**src/rtl/dma_chain_pkg.sv**
```systemverilog
package dma_chain_pkg;

  typedef enum logic [1:0] {
    ST_IDLE = 2'd0,
    ST_LOAD = 2'd1,
    ST_XFER = 2'd2
  } chan_state_t;

  localparam logic [1:0] MODE_STOP  = 2'd0;
  localparam logic [1:0] MODE_BASIC = 2'd1;
  localparam logic [1:0] MODE_CHAIN = 2'd2;

  // A mode that launches a transfer; 0 and 3 both mean stop
  function automatic logic mode_runs(input logic [1:0] m);
    return (m == MODE_BASIC) || (m == MODE_CHAIN);
  endfunction

endpackage

```
**src/rtl/dma_desc_fetch.sv**
```systemverilog
module dma_desc_fetch #(
  parameter int ADDR_W = 32,
  parameter int DATA_W = 32,
  parameter int NWORDS = 4
) (
  input  logic                           clk,
  input  logic                           rst,
  input  logic                           go,
  input  logic [ADDR_W-1:0]              go_base,
  output logic                           rd_req,
  output logic [ADDR_W-1:0]              rd_addr,
  input  logic                           rd_rdy,
  input  logic [DATA_W-1:0]              rd_data,
  output logic [NWORDS-1:0][DATA_W-1:0]  words,
  output logic                           fetch_last
);

  localparam int IW    = (NWORDS > 1) ? $clog2(NWORDS) : 1;
  localparam int BYTES = DATA_W / 8;
  localparam logic [IW-1:0]     LAST_BEAT = IW'(NWORDS - 1);
  localparam logic [ADDR_W-1:0] STEP      = ADDR_W'(BYTES);

  logic [IW-1:0] beat;
  logic          accept;

  assign accept     = rd_req && rd_rdy;
  assign fetch_last = accept && (beat == LAST_BEAT);

  always_ff @(posedge clk) begin
    if (rst) begin
      rd_req  <= 1'b0;
      rd_addr <= '0;
      beat    <= '0;
    end else if (go) begin
      rd_req  <= 1'b1;
      rd_addr <= go_base;
      beat    <= '0;
    end else if (accept) begin
      if (beat == LAST_BEAT) begin
        rd_req <= 1'b0;
        beat   <= '0;
      end else begin
        beat    <= beat + 1'b1;
        rd_addr <= rd_addr + STEP;
      end
    end
  end

  // One capture register per descriptor word
  for (genvar i = 0; i < NWORDS; i++) begin : g_word
    always_ff @(posedge clk) begin
      if (rst)
        words[i] <= '0;
      else if (accept && (beat == IW'(i)))
        words[i] <= rd_data;
    end
  end

endmodule

```
**src/rtl/dma_chain_fsm.sv**
```systemverilog
module dma_chain_fsm
  import dma_chain_pkg::*;
#(
  parameter int ADDR_W = 32,
  parameter int DATA_W = 32
) (
  input  logic              clk,
  input  logic              rst,
  input  logic              trig,
  input  logic [DATA_W-1:0] cfg_ctrl,
  input  logic [ADDR_W-1:0] cfg_src,
  input  logic [ADDR_W-1:0] cfg_dst,
  input  logic [ADDR_W-1:0] cfg_next,
  input  logic              fetch_last,
  input  logic [DATA_W-1:0] d_ctrl,
  input  logic [ADDR_W-1:0] d_src,
  input  logic [ADDR_W-1:0] d_dst,
  input  logic [ADDR_W-1:0] d_next,
  input  logic              xfer_done,
  output logic              fetch_go,
  output logic [ADDR_W-1:0] fetch_base,
  output logic              xfer_start,
  output logic [DATA_W-1:0] xfer_ctrl,
  output logic [ADDR_W-1:0] xfer_src,
  output logic [ADDR_W-1:0] xfer_dst,
  output logic              chan_done,
  output logic              busy
);

  chan_state_t state;
  logic [1:0]  cur_mode;
  logic [1:0]  cfg_mode;
  logic [1:0]  ld_mode;
  logic        done_ok;

  assign cfg_mode = cfg_ctrl[1:0];
  assign ld_mode  = d_ctrl[1:0];
  assign done_ok  = (state == ST_XFER) && xfer_done && !xfer_start;
  assign busy     = (state != ST_IDLE);

  always_comb begin
    fetch_go   = 1'b0;
    fetch_base = d_next;
    if (state == ST_IDLE) begin
      fetch_base = cfg_next;
      fetch_go   = trig && (cfg_mode == MODE_CHAIN);
    end else if (done_ok && (cur_mode == MODE_CHAIN)) begin
      fetch_go = 1'b1;
    end
  end

  always_ff @(posedge clk) begin
    if (rst) begin
      state      <= ST_IDLE;
      cur_mode   <= MODE_STOP;
      xfer_start <= 1'b0;
      chan_done  <= 1'b0;
      xfer_ctrl  <= '0;
      xfer_src   <= '0;
      xfer_dst   <= '0;
    end else begin
      xfer_start <= 1'b0;
      chan_done  <= 1'b0;
      unique case (state)
        ST_IDLE: begin
          if (trig && (cfg_mode == MODE_BASIC)) begin
            state      <= ST_XFER;
            cur_mode   <= MODE_BASIC;
            xfer_start <= 1'b1;
            xfer_ctrl  <= cfg_ctrl;
            xfer_src   <= cfg_src;
            xfer_dst   <= cfg_dst;
          end else if (trig && (cfg_mode == MODE_CHAIN)) begin
            state <= ST_LOAD;
          end
        end
        ST_LOAD: begin
          if (fetch_last) begin
            if (mode_runs(ld_mode)) begin
              state      <= ST_XFER;
              cur_mode   <= ld_mode;
              xfer_start <= 1'b1;
              xfer_ctrl  <= d_ctrl;
              xfer_src   <= d_src;
              xfer_dst   <= d_dst;
            end else begin
              state     <= ST_IDLE;
              chan_done <= 1'b1;
            end
          end
        end
        ST_XFER: begin
          if (done_ok) begin
            if (cur_mode == MODE_CHAIN) begin
              state <= ST_LOAD;
            end else begin
              state     <= ST_IDLE;
              chan_done <= 1'b1;
            end
          end
        end
        default: state <= ST_IDLE;
      endcase
    end
  end

endmodule

```
**src/rtl/dma_chain_ctrl.sv**
```systemverilog
module dma_chain_ctrl #(
  parameter int ADDR_W = 32,
  parameter int DATA_W = 32
) (
  input  logic              clk,
  input  logic              rst,
  input  logic              trig,
  input  logic [DATA_W-1:0] cfg_ctrl,
  input  logic [ADDR_W-1:0] cfg_src,
  input  logic [ADDR_W-1:0] cfg_dst,
  input  logic [ADDR_W-1:0] cfg_next,
  output logic              rd_req,
  output logic [ADDR_W-1:0] rd_addr,
  input  logic              rd_rdy,
  input  logic [DATA_W-1:0] rd_data,
  output logic              xfer_start,
  output logic [DATA_W-1:0] xfer_ctrl,
  output logic [ADDR_W-1:0] xfer_src,
  output logic [ADDR_W-1:0] xfer_dst,
  input  logic              xfer_done,
  output logic              chan_done,
  output logic              busy
);

  // Word order inside a descriptor: control, source, destination, next
  localparam int DESC_WORDS = 4;
  localparam int W_CTRL = 0;
  localparam int W_SRC  = 1;
  localparam int W_DST  = 2;
  localparam int W_NEXT = 3;

  logic                              fetch_go;
  logic [ADDR_W-1:0]                 fetch_base;
  logic                              fetch_last;
  logic [DESC_WORDS-1:0][DATA_W-1:0] desc;

  dma_desc_fetch #(
    .ADDR_W (ADDR_W),
    .DATA_W (DATA_W),
    .NWORDS (DESC_WORDS)
  ) u_fetch (
    .clk        (clk),
    .rst        (rst),
    .go         (fetch_go),
    .go_base    (fetch_base),
    .rd_req     (rd_req),
    .rd_addr    (rd_addr),
    .rd_rdy     (rd_rdy),
    .rd_data    (rd_data),
    .words      (desc),
    .fetch_last (fetch_last)
  );

  dma_chain_fsm #(
    .ADDR_W (ADDR_W),
    .DATA_W (DATA_W)
  ) u_fsm (
    .clk        (clk),
    .rst        (rst),
    .trig       (trig),
    .cfg_ctrl   (cfg_ctrl),
    .cfg_src    (cfg_src),
    .cfg_dst    (cfg_dst),
    .cfg_next   (cfg_next),
    .fetch_last (fetch_last),
    .d_ctrl     (desc[W_CTRL]),
    .d_src      (ADDR_W'(desc[W_SRC])),
    .d_dst      (ADDR_W'(desc[W_DST])),
    .d_next     (ADDR_W'(desc[W_NEXT])),
    .xfer_done  (xfer_done),
    .fetch_go   (fetch_go),
    .fetch_base (fetch_base),
    .xfer_start (xfer_start),
    .xfer_ctrl  (xfer_ctrl),
    .xfer_src   (xfer_src),
    .xfer_dst   (xfer_dst),
    .chan_done  (chan_done),
    .busy       (busy)
  );

endmodule

```
**config.mk**
```make
export PLATFORM = sky130hd
export DESIGN_NAME = dma_chain_ctrl
export DESIGN_NICKNAME = d
export VERILOG_FILES = /design/src/rtl/dma_chain_pkg.sv /design/src/rtl/dma_desc_fetch.sv /design/src/rtl/dma_chain_fsm.sv /design/src/rtl/dma_chain_ctrl.sv
export SDC_FILE = /design/constraint.sdc
export NUM_CORES = 1
export LEC_CHECK = 0
export BUFFER_PORTS_ARGS = -buffer_cell sky130_fd_sc_hd__buf_2
export CORE_MARGIN = 2
export CORE_UTILIZATION = 42
export DETAILED_ROUTE_END_ITERATION = 16
export PLACE_DENSITY = 0.75
export SLEW_MARGIN = 0
export SYNTH_ARGS = -nofsm -noshare
export SYNTH_HDL_FRONTEND = slang
export SYNTH_SLANG_ARGS = --single-unit
```
**constraint.sdc**
```tcl
create_clock -name clk -period 6.1 [get_ports clk]
set_input_delay 0.61 -clock clk [delete_from_list [all_inputs] [get_ports clk]]
set_output_delay 0.61 -clock clk [all_outputs]
set_load 0.02 [all_outputs]
```
==> flow_summary_export.csv, run 1 <==
group,metric,value,unit
sta,fin_tns_setup,0,ns
critical_path,rrSetupSlack,3.05,ns
floorplanning,die_x,168,um
critical_path,cp-start-kind,"flop",
route,dr.first_iter.drc_count,782,
floorplanning,core_area,26200,um^2
pwr,ir_drop,0.207,mV
grt,antenna_found_initial,1,
critical_path,cp-end-kind,"flop",
grt,grt_usage,0.241,
pwr,internal_power,3.36,mW
worst_hold_path,hold_class,"in -> reg",
finish,final_layout_size_suffix_gt1_frac,0.243,
route,drtPass1Iterations,5,
finish,area_growth_syn_to_layout,21.6,%
floorplanning,die-height,168,um
finish,num_antenna_cells,0,
finish,final_common_cell,"buf_2",
synth,yosysWarnings,0,
clock_tree,clockBufferDepth,3,
critical_path,cp.arrival,3.50,ns
route,num_vias,10100,
finish,nNetsFinal,1703,
placement,place_congestion,0.827,
synth,avgSynthCellArea,8.69,um^2
synth,synth_top_cell_by_area,"dfxtp_1",
pwr,leakage,5.25,nW
pwr,total_power,5.05,mW
sta,rsz0062_at_grt,"false",
clock_tree,cts_setup_buffers,0,
route,wirelength,35.5,mm
synth,synth_top_cell_area_share,0.471,
pwr,swShare,0.334,
pwr,sequentialPowerShare,0.410,
grt,grt_pass1_vias,9453,
route,vias_per_cell,5.34,
critical_path,crit_chain,"ha_4 > nand3_1 > a21boi_4 > buf_4 > nor2_1 > a211oi_1",
placement,dp_cells,1833,
sta,worst_pin_slew,1.11,ns
critical_path,critPathTopFamily,"buffers and inverters",
finish,fin_util,0.523,
floorplanning,rows,59,
synth,synth_cells,1297,
grt,grt_pass1_wl,53.3,mm
floorplanning,design.die.area,28200,um^2
clock_tree,root_buffer,"clkbuf_16",
placement,hpwl,24.0,mm
clock_tree,clock_sinks,265,
route,ant_nets,0,
placement,io_buffers,296,
pwr,p_clk_frac,0.329,
floorplanning,pin_count,297,
run_status,status,"completed",
synth,synthesis.nets,1471,
pwr,p_sw,1.68,mW
synth,async_flop_share,0,
synth,synth_edf_count,0,
grt,grt_overflow,0,
grt,grt_max_degree,147,
sta,period_share,0.500,
pwr,powerDensity,368,nW/um^2
sta,fin_crit,3.05,ns
synth,ys_types,52,
sta,slew_violations,0,
sta,fmax,0.328,GHz
synth,seq_area_frac_synth,0.471,
finish,most-common-layout-cells,"295 x buf_2, 270 x nand2_1, 265 x dfxtp_1, 148 x a211oi_1, 135 x a21oi_1",
sta,skew,0.0189,ns
sta,hold_violations,0,
synth,synth_ff_type,"dfxtp_1",
pwr,power_frac_comb,0.261,
floorplanning,initial_core_util,0.430,
finish,fin_cells,1884,
route,drc_errors,0,
job,maxCapViolCount,0,
clock_tree,holdBufCountCts,0,
sta,slew_headroom,0.258,
critical_path,crit_buf_inv,1,
critical_path,required,6.54,ns
route,wl_per_cell,18.9,um
clock_tree,clkLatencyLatePin,0.55,ns
synth,synth_seq_cells,265,
sta,setup_viol,0,
synth,synth_area,11300,um^2
critical_path,cp_slowest_stage_delay,0.84,ns
critical_path,crit_type,"reg -> reg",
synth,synth_area_leaders,"dfxtp_1 47%, a211oi_1 9.9%, mux2i_1 9.1%, nand2_1 9.0%, a21oi_1 6.0%",
critical_path,crit_slowest_cell,"buf_4",
critical_path,critical_path.max_fanout,113,
clock_tree,path_clk_slew,0.06,ns
clock_tree,cts-buffers-inserted,29,
clock_tree,post_cts_resized,0,
clock_tree,cts_tree,"yes",
clock_tree,cts_max_level,1,
synthesized netlist by cell type (2+ instances only):
| library cell | instances |
|---|---|
| a211o_1 | 2 |
| a311oi_1 | 4 |
| mux2i_1 | 103 |
| nor4_4 | 2 |
| or3_1 | 5 |
| and2_1 | 2 |
| dfxtp_1 | 265 |
| nand3_1 | 11 |
| nor4_1 | 4 |
| nor2_1 | 102 |
| buf_1 | 4 |
| o21a_1 | 2 |
| clkbuf_8 | 4 |
| inv_1 | 9 |
| xnor2_1 | 19 |
| nor3_1 | 6 |
| or4_2 | 2 |
| nand2b_1 | 5 |
| nor2b_1 | 28 |
| o21ai_0 | 4 |
| clkbuf_1 | 86 |
| a211oi_1 | 148 |
| xor2_1 | 8 |
| nand4b_1 | 2 |
| and3b_1 | 2 |
| or2_2 | 2 |
| nand4_1 | 10 |
| nor4b_1 | 2 |
| a21oi_1 | 135 |
| and3_2 | 3 |
| and3_1 | 4 |
| nand3b_1 | 3 |
| ha_1 | 9 |
| buf_2 | 10 |
| buf_6 | 4 |
| nand2_1 | 270 |
final cells by class:
type,count,area (um^2)
repair buffers,310,1600
flip-flops and latches,265,5310
clock inverters,7,52.6
fillers,2422,12500
multi-input cells,914,5460
clock buffers,44,842
well taps,335,419
inverters,9,33.8
state kept, by name, summed over array words and instances, names as in the netlist:
| register | cells |
|---|---|
| u_fsm.xfer_start | 1 |
| u_fsm.state | 2 |
| u_fetch.beat | 2 |
| u_fetch.rd_req | 1 |
| u_fsm.xfer_ctrl | 32 |
| u_fetch.words | 128 |
| u_fetch.rd_addr | 32 |
| u_fsm.xfer_src | 32 |
| u_fsm.xfer_dst | 32 |
| u_fsm.chan_done | 1 |
| u_fsm.cur_mode | 2 |
logic make-up after synthesis:
logic type / count (synthesis) / share of synthesized area
buffers and inverters: 118 / 0.0476
DFF: 265 / 0.471
and+or+nand+nor: 475 / 0.189
xor gates and xnor gates: 27 / 0.0210
muxes: 103 / 0.0915
adders and majority gates: 9 / 0.00999
AOI/OAI and AO/OA: 300 / 0.170
path summary, 6_finish.rpt:
check,startpoint,depth (start not counted),end
setup / recovery,u_fsm.state[0],6,u_fsm.xfer_ctrl[25]
hold reg to reg,u_fetch.words[115],2,u_fetch.words[115]
setup reg to reg,u_fsm.state[0],6,u_fsm.xfer_ctrl[25]
hold / removal,rd_data[28],3,u_fetch.words[60]
stage by stage:
| step | hold WS (ns) | worst slack (ns) | area [um^2] |
|---|---|---|---|
| 2_1_floorplan | 0.432 | 3.96 | 11300 |
| 3_3_place_gp | 0.437 | 3.17 | 12800 |
| 3_5_place_dp | 0.442 | 2.98 | 12800 |
| 4_1_cts | 0.355 | 3.04 | 13700 |
| 5_1_grt | 0.365 | 2.70 | 13700 |
| 6_report | 0.372 | 3.05 | 13700 |
worst reg2reg max path, delay by kind of cell (launching register included):
kind                     cells  cell delay [ns]
adder cells (fa/ha/maj)      1             0.69
AO/OA/AOI/OAI                2             0.51
flip-flops                   1             0.42
buffers and inverters        1             0.84
AND/OR/NAND/NOR              2             0.48
metal layers:
metal,global-route usage,vias to the layer above,wire length [um]
li1,-,4970,-
met1,0.319,4687,15300
met2,0.398,333,16800
met3,0.0404,75,2240
met4,0.0839,2,1240
met5,0,-,16
power by group through the flow:
stage / Clock (mW) / Sequential, mW / Combinational [mW]
floorplan: 0 / 2.32 / 0.672
global placement: 0 / 2.10 / 1.28
detailed placement: 0 / 2.10 / 1.32
CTS: 1.69 / 2.07 / 1.32
global route: 1.76 / 2.09 / 1.43
finish: 1.66 / 2.07 / 1.32
No activity file was read; power rests on OpenSTA's default activity.
==> run 2: changes to the inputs <==
Settings changed: PLACE_DENSITY 0.75 to 0.77.
Clock period 6.1 ns to 2.76 ns, I/O delays scaled along.
==> flow_summary_export.csv, run 2 (synthesis results as in run 1) <==
group,metric,value,unit
route,wl_per_cell,18.7,um
run_status,status,"completed",
finish,fillerInstances,2373,
critical_path,crit_top_cell,"inv_1",
clock_tree,root_buffer,"clkbuf_16",
clock_tree,clock_sinks,265,
critical_path,crit_type,"reg -> out",
route,drc_errors,0,
clock_tree,cts_setup_buffers,0,
clock_tree,path_clk_slew,0.06,ns
critical_path,cp-start-kind,"flop",
critical_path,cp.arrival,2.17,ns
grt,grt_max_degree,93,
finish,final_layout_size_suffix_gt1_frac,0.248,
grt,antenna_found_initial,1,
critical_path,critical_path.max_fanout,59,
sta,slew_headroom,0.558,
placement,hpwl,24.7,mm
critical_path,crit_slowest_cell,"buf_4",
pwr,powerDensity,810,nW/um^2
grt,grt_usage,0.242,
placement,place_congestion,0.882,
floorplanning,die_x,168,um
floorplanning,rows,59,
pwr,ir_drop,0.547,mV
clock_tree,cts-buffers-inserted,28,
pwr,power_frac_comb,0.269,
route,ant_nets,0,
route,drtPass1Iterations,5,
sta,hold_violations,0,
route,wirelength,35.4,mm
floorplanning,initial_core_util,0.430,
route,wl_met2,16.3,mm
route,top_layer,"met4",
clock_tree,post_cts_resized,0,
floorplanning,pin_count,297,
sta,rsz0062_at_grt,"false",
sta,worst_pin_slew,0.662,ns
floorplanning,die-height,168,um
sta,period_share,0.885,
critical_path,cp-end-kind,"output pin",
pwr,sequentialPowerShare,0.406,
grt,grt_overflow,0,
clock_tree,cts_tree,"yes",
job,maxCapViolCount,0,
route,drt-met1-wl,15.0,mm
clock_tree,cts_max_level,1,
finish,area_growth_syn_to_layout,23.2,%
clock_tree,clkLatencyLatePin,0.53,ns
route,dr.first_iter.drc_count,769,
finish,nNetsFinal,1715,
finish,final_common_cell,"buf_2",
sta,skew,0.00646,ns
floorplanning,design.die.area,28200,um^2
finish,largest-register,"u_fetch.words",
worst_hold_path,hold_class,"in -> reg",
clock_tree,holdBufCountCts,0,
finish,largest_register_ffs,128,
sta,fmax,0.409,GHz
pwr,p_clk_frac,0.325,
sta,fin_crit,2.44,ns
grt,grt_pass1_vias,9791,
sta,fin_tns_setup,0,ns
sta,setup_viol,0,
pwr,p_sw,3.67,mW
critical_path,crit_chain,"inv_1 > ha_2 > buf_4 > inv_1 > buf_2",
pwr,swShare,0.327,
critical_path,required,2.48,ns
floorplanning,core_area,26200,um^2
critical_path,cp_slowest_stage_delay,0.54,ns
route,met3_wirelength,2.56,mm
pwr,leakage,5.34,nW
pwr,total_power,11.2,mW
route,num_vias,10200,
placement,io_buffers,296,
finish,most-common-layout-cells,"295 x buf_2, 270 x nand2_1, 265 x dfxtp_1, 148 x a211oi_1, 135 x a21oi_1",
route,vias_per_cell,5.40,
clock_tree,clockBufferDepth,3,
sta,slew_violations,0,
pwr,internal_power,7.57,mW
grt,grt_pass1_wl,53.8,mm
[run 2: worst paths after layout]
check / start / endpoint / slack (ns) / cells past startpoint
setup / recovery: u_fsm.state[1] / busy / 0.32 / 5
hold / removal: rd_data[28] / u_fetch.words[92] / 0.06 / 3
setup reg to reg: u_fsm.state[1] / u_fsm.xfer_ctrl[24] / 0.38 / 7
hold reg to reg: u_fetch.words[114] / u_fetch.words[114] / 0.45 / 2
[run 2: worst max-delay path, delay by kind of cell (launching register included)]
kind / cells / cell delay (ns)
adders and majority gates: 1 / 0.27
DFF: 1 / 0.33
buffers and inverters: 4 / 1.01
[run 2: layout make-up]
cell class | instances | area (um^2) | area share
flip-flops and latches | 265 | 5310 | 0.382
diodes | 1 | 2.50 | 0.000180
repair buffers | 323 | 1780 | 0.128
multi-input cells | 914 | 5460 | 0.393
clock buffers | 43 | 838 | 0.0603
well taps | 335 | 419 | 0.0302
clock inverters | 5 | 50.0 | 0.00360
inverters | 9 | 33.8 | 0.00243
[run 2: layer usage]
layer  global-route usage  vias up
met1                0.310     4739
met2                0.397      407
met5                    0        -
met4                0.104        0
met3               0.0487       87
li1                     -     4996
[run 2: power groups by stage]
| stage | clock network (mW) | logic (mW) | registers (mW) |
|---|---|---|---|
| 3_3_place_gp | 0 | 2.95 | 4.63 |
| 5_1_grt | 3.88 | 3.28 | 4.61 |
| 2_1_floorplan | 0 | 1.49 | 5.14 |
| 4_1_cts | 3.72 | 3.04 | 4.56 |
| 6_report | 3.65 | 3.03 | 4.57 |
| 3_5_place_dp | 0 | 3.03 | 4.64 |
[run 2: per-stage QoR]
step	instances	utilization	hold WS (ns)	setup WS [ns]	instance area, um^2
6_report	1895	0.530	0.0632	0.316	13900
5_1_grt	1894	0.530	0.0442	0.184	13900
4_1_cts	1894	0.530	0.0423	0.312	13900
3_5_place_dp	1846	0.496	0.442	0.371	13000
3_3_place_gp	1846	0.496	0.437	0.523	13000
2_1_floorplan	1297	-	0.412	0.668	11300
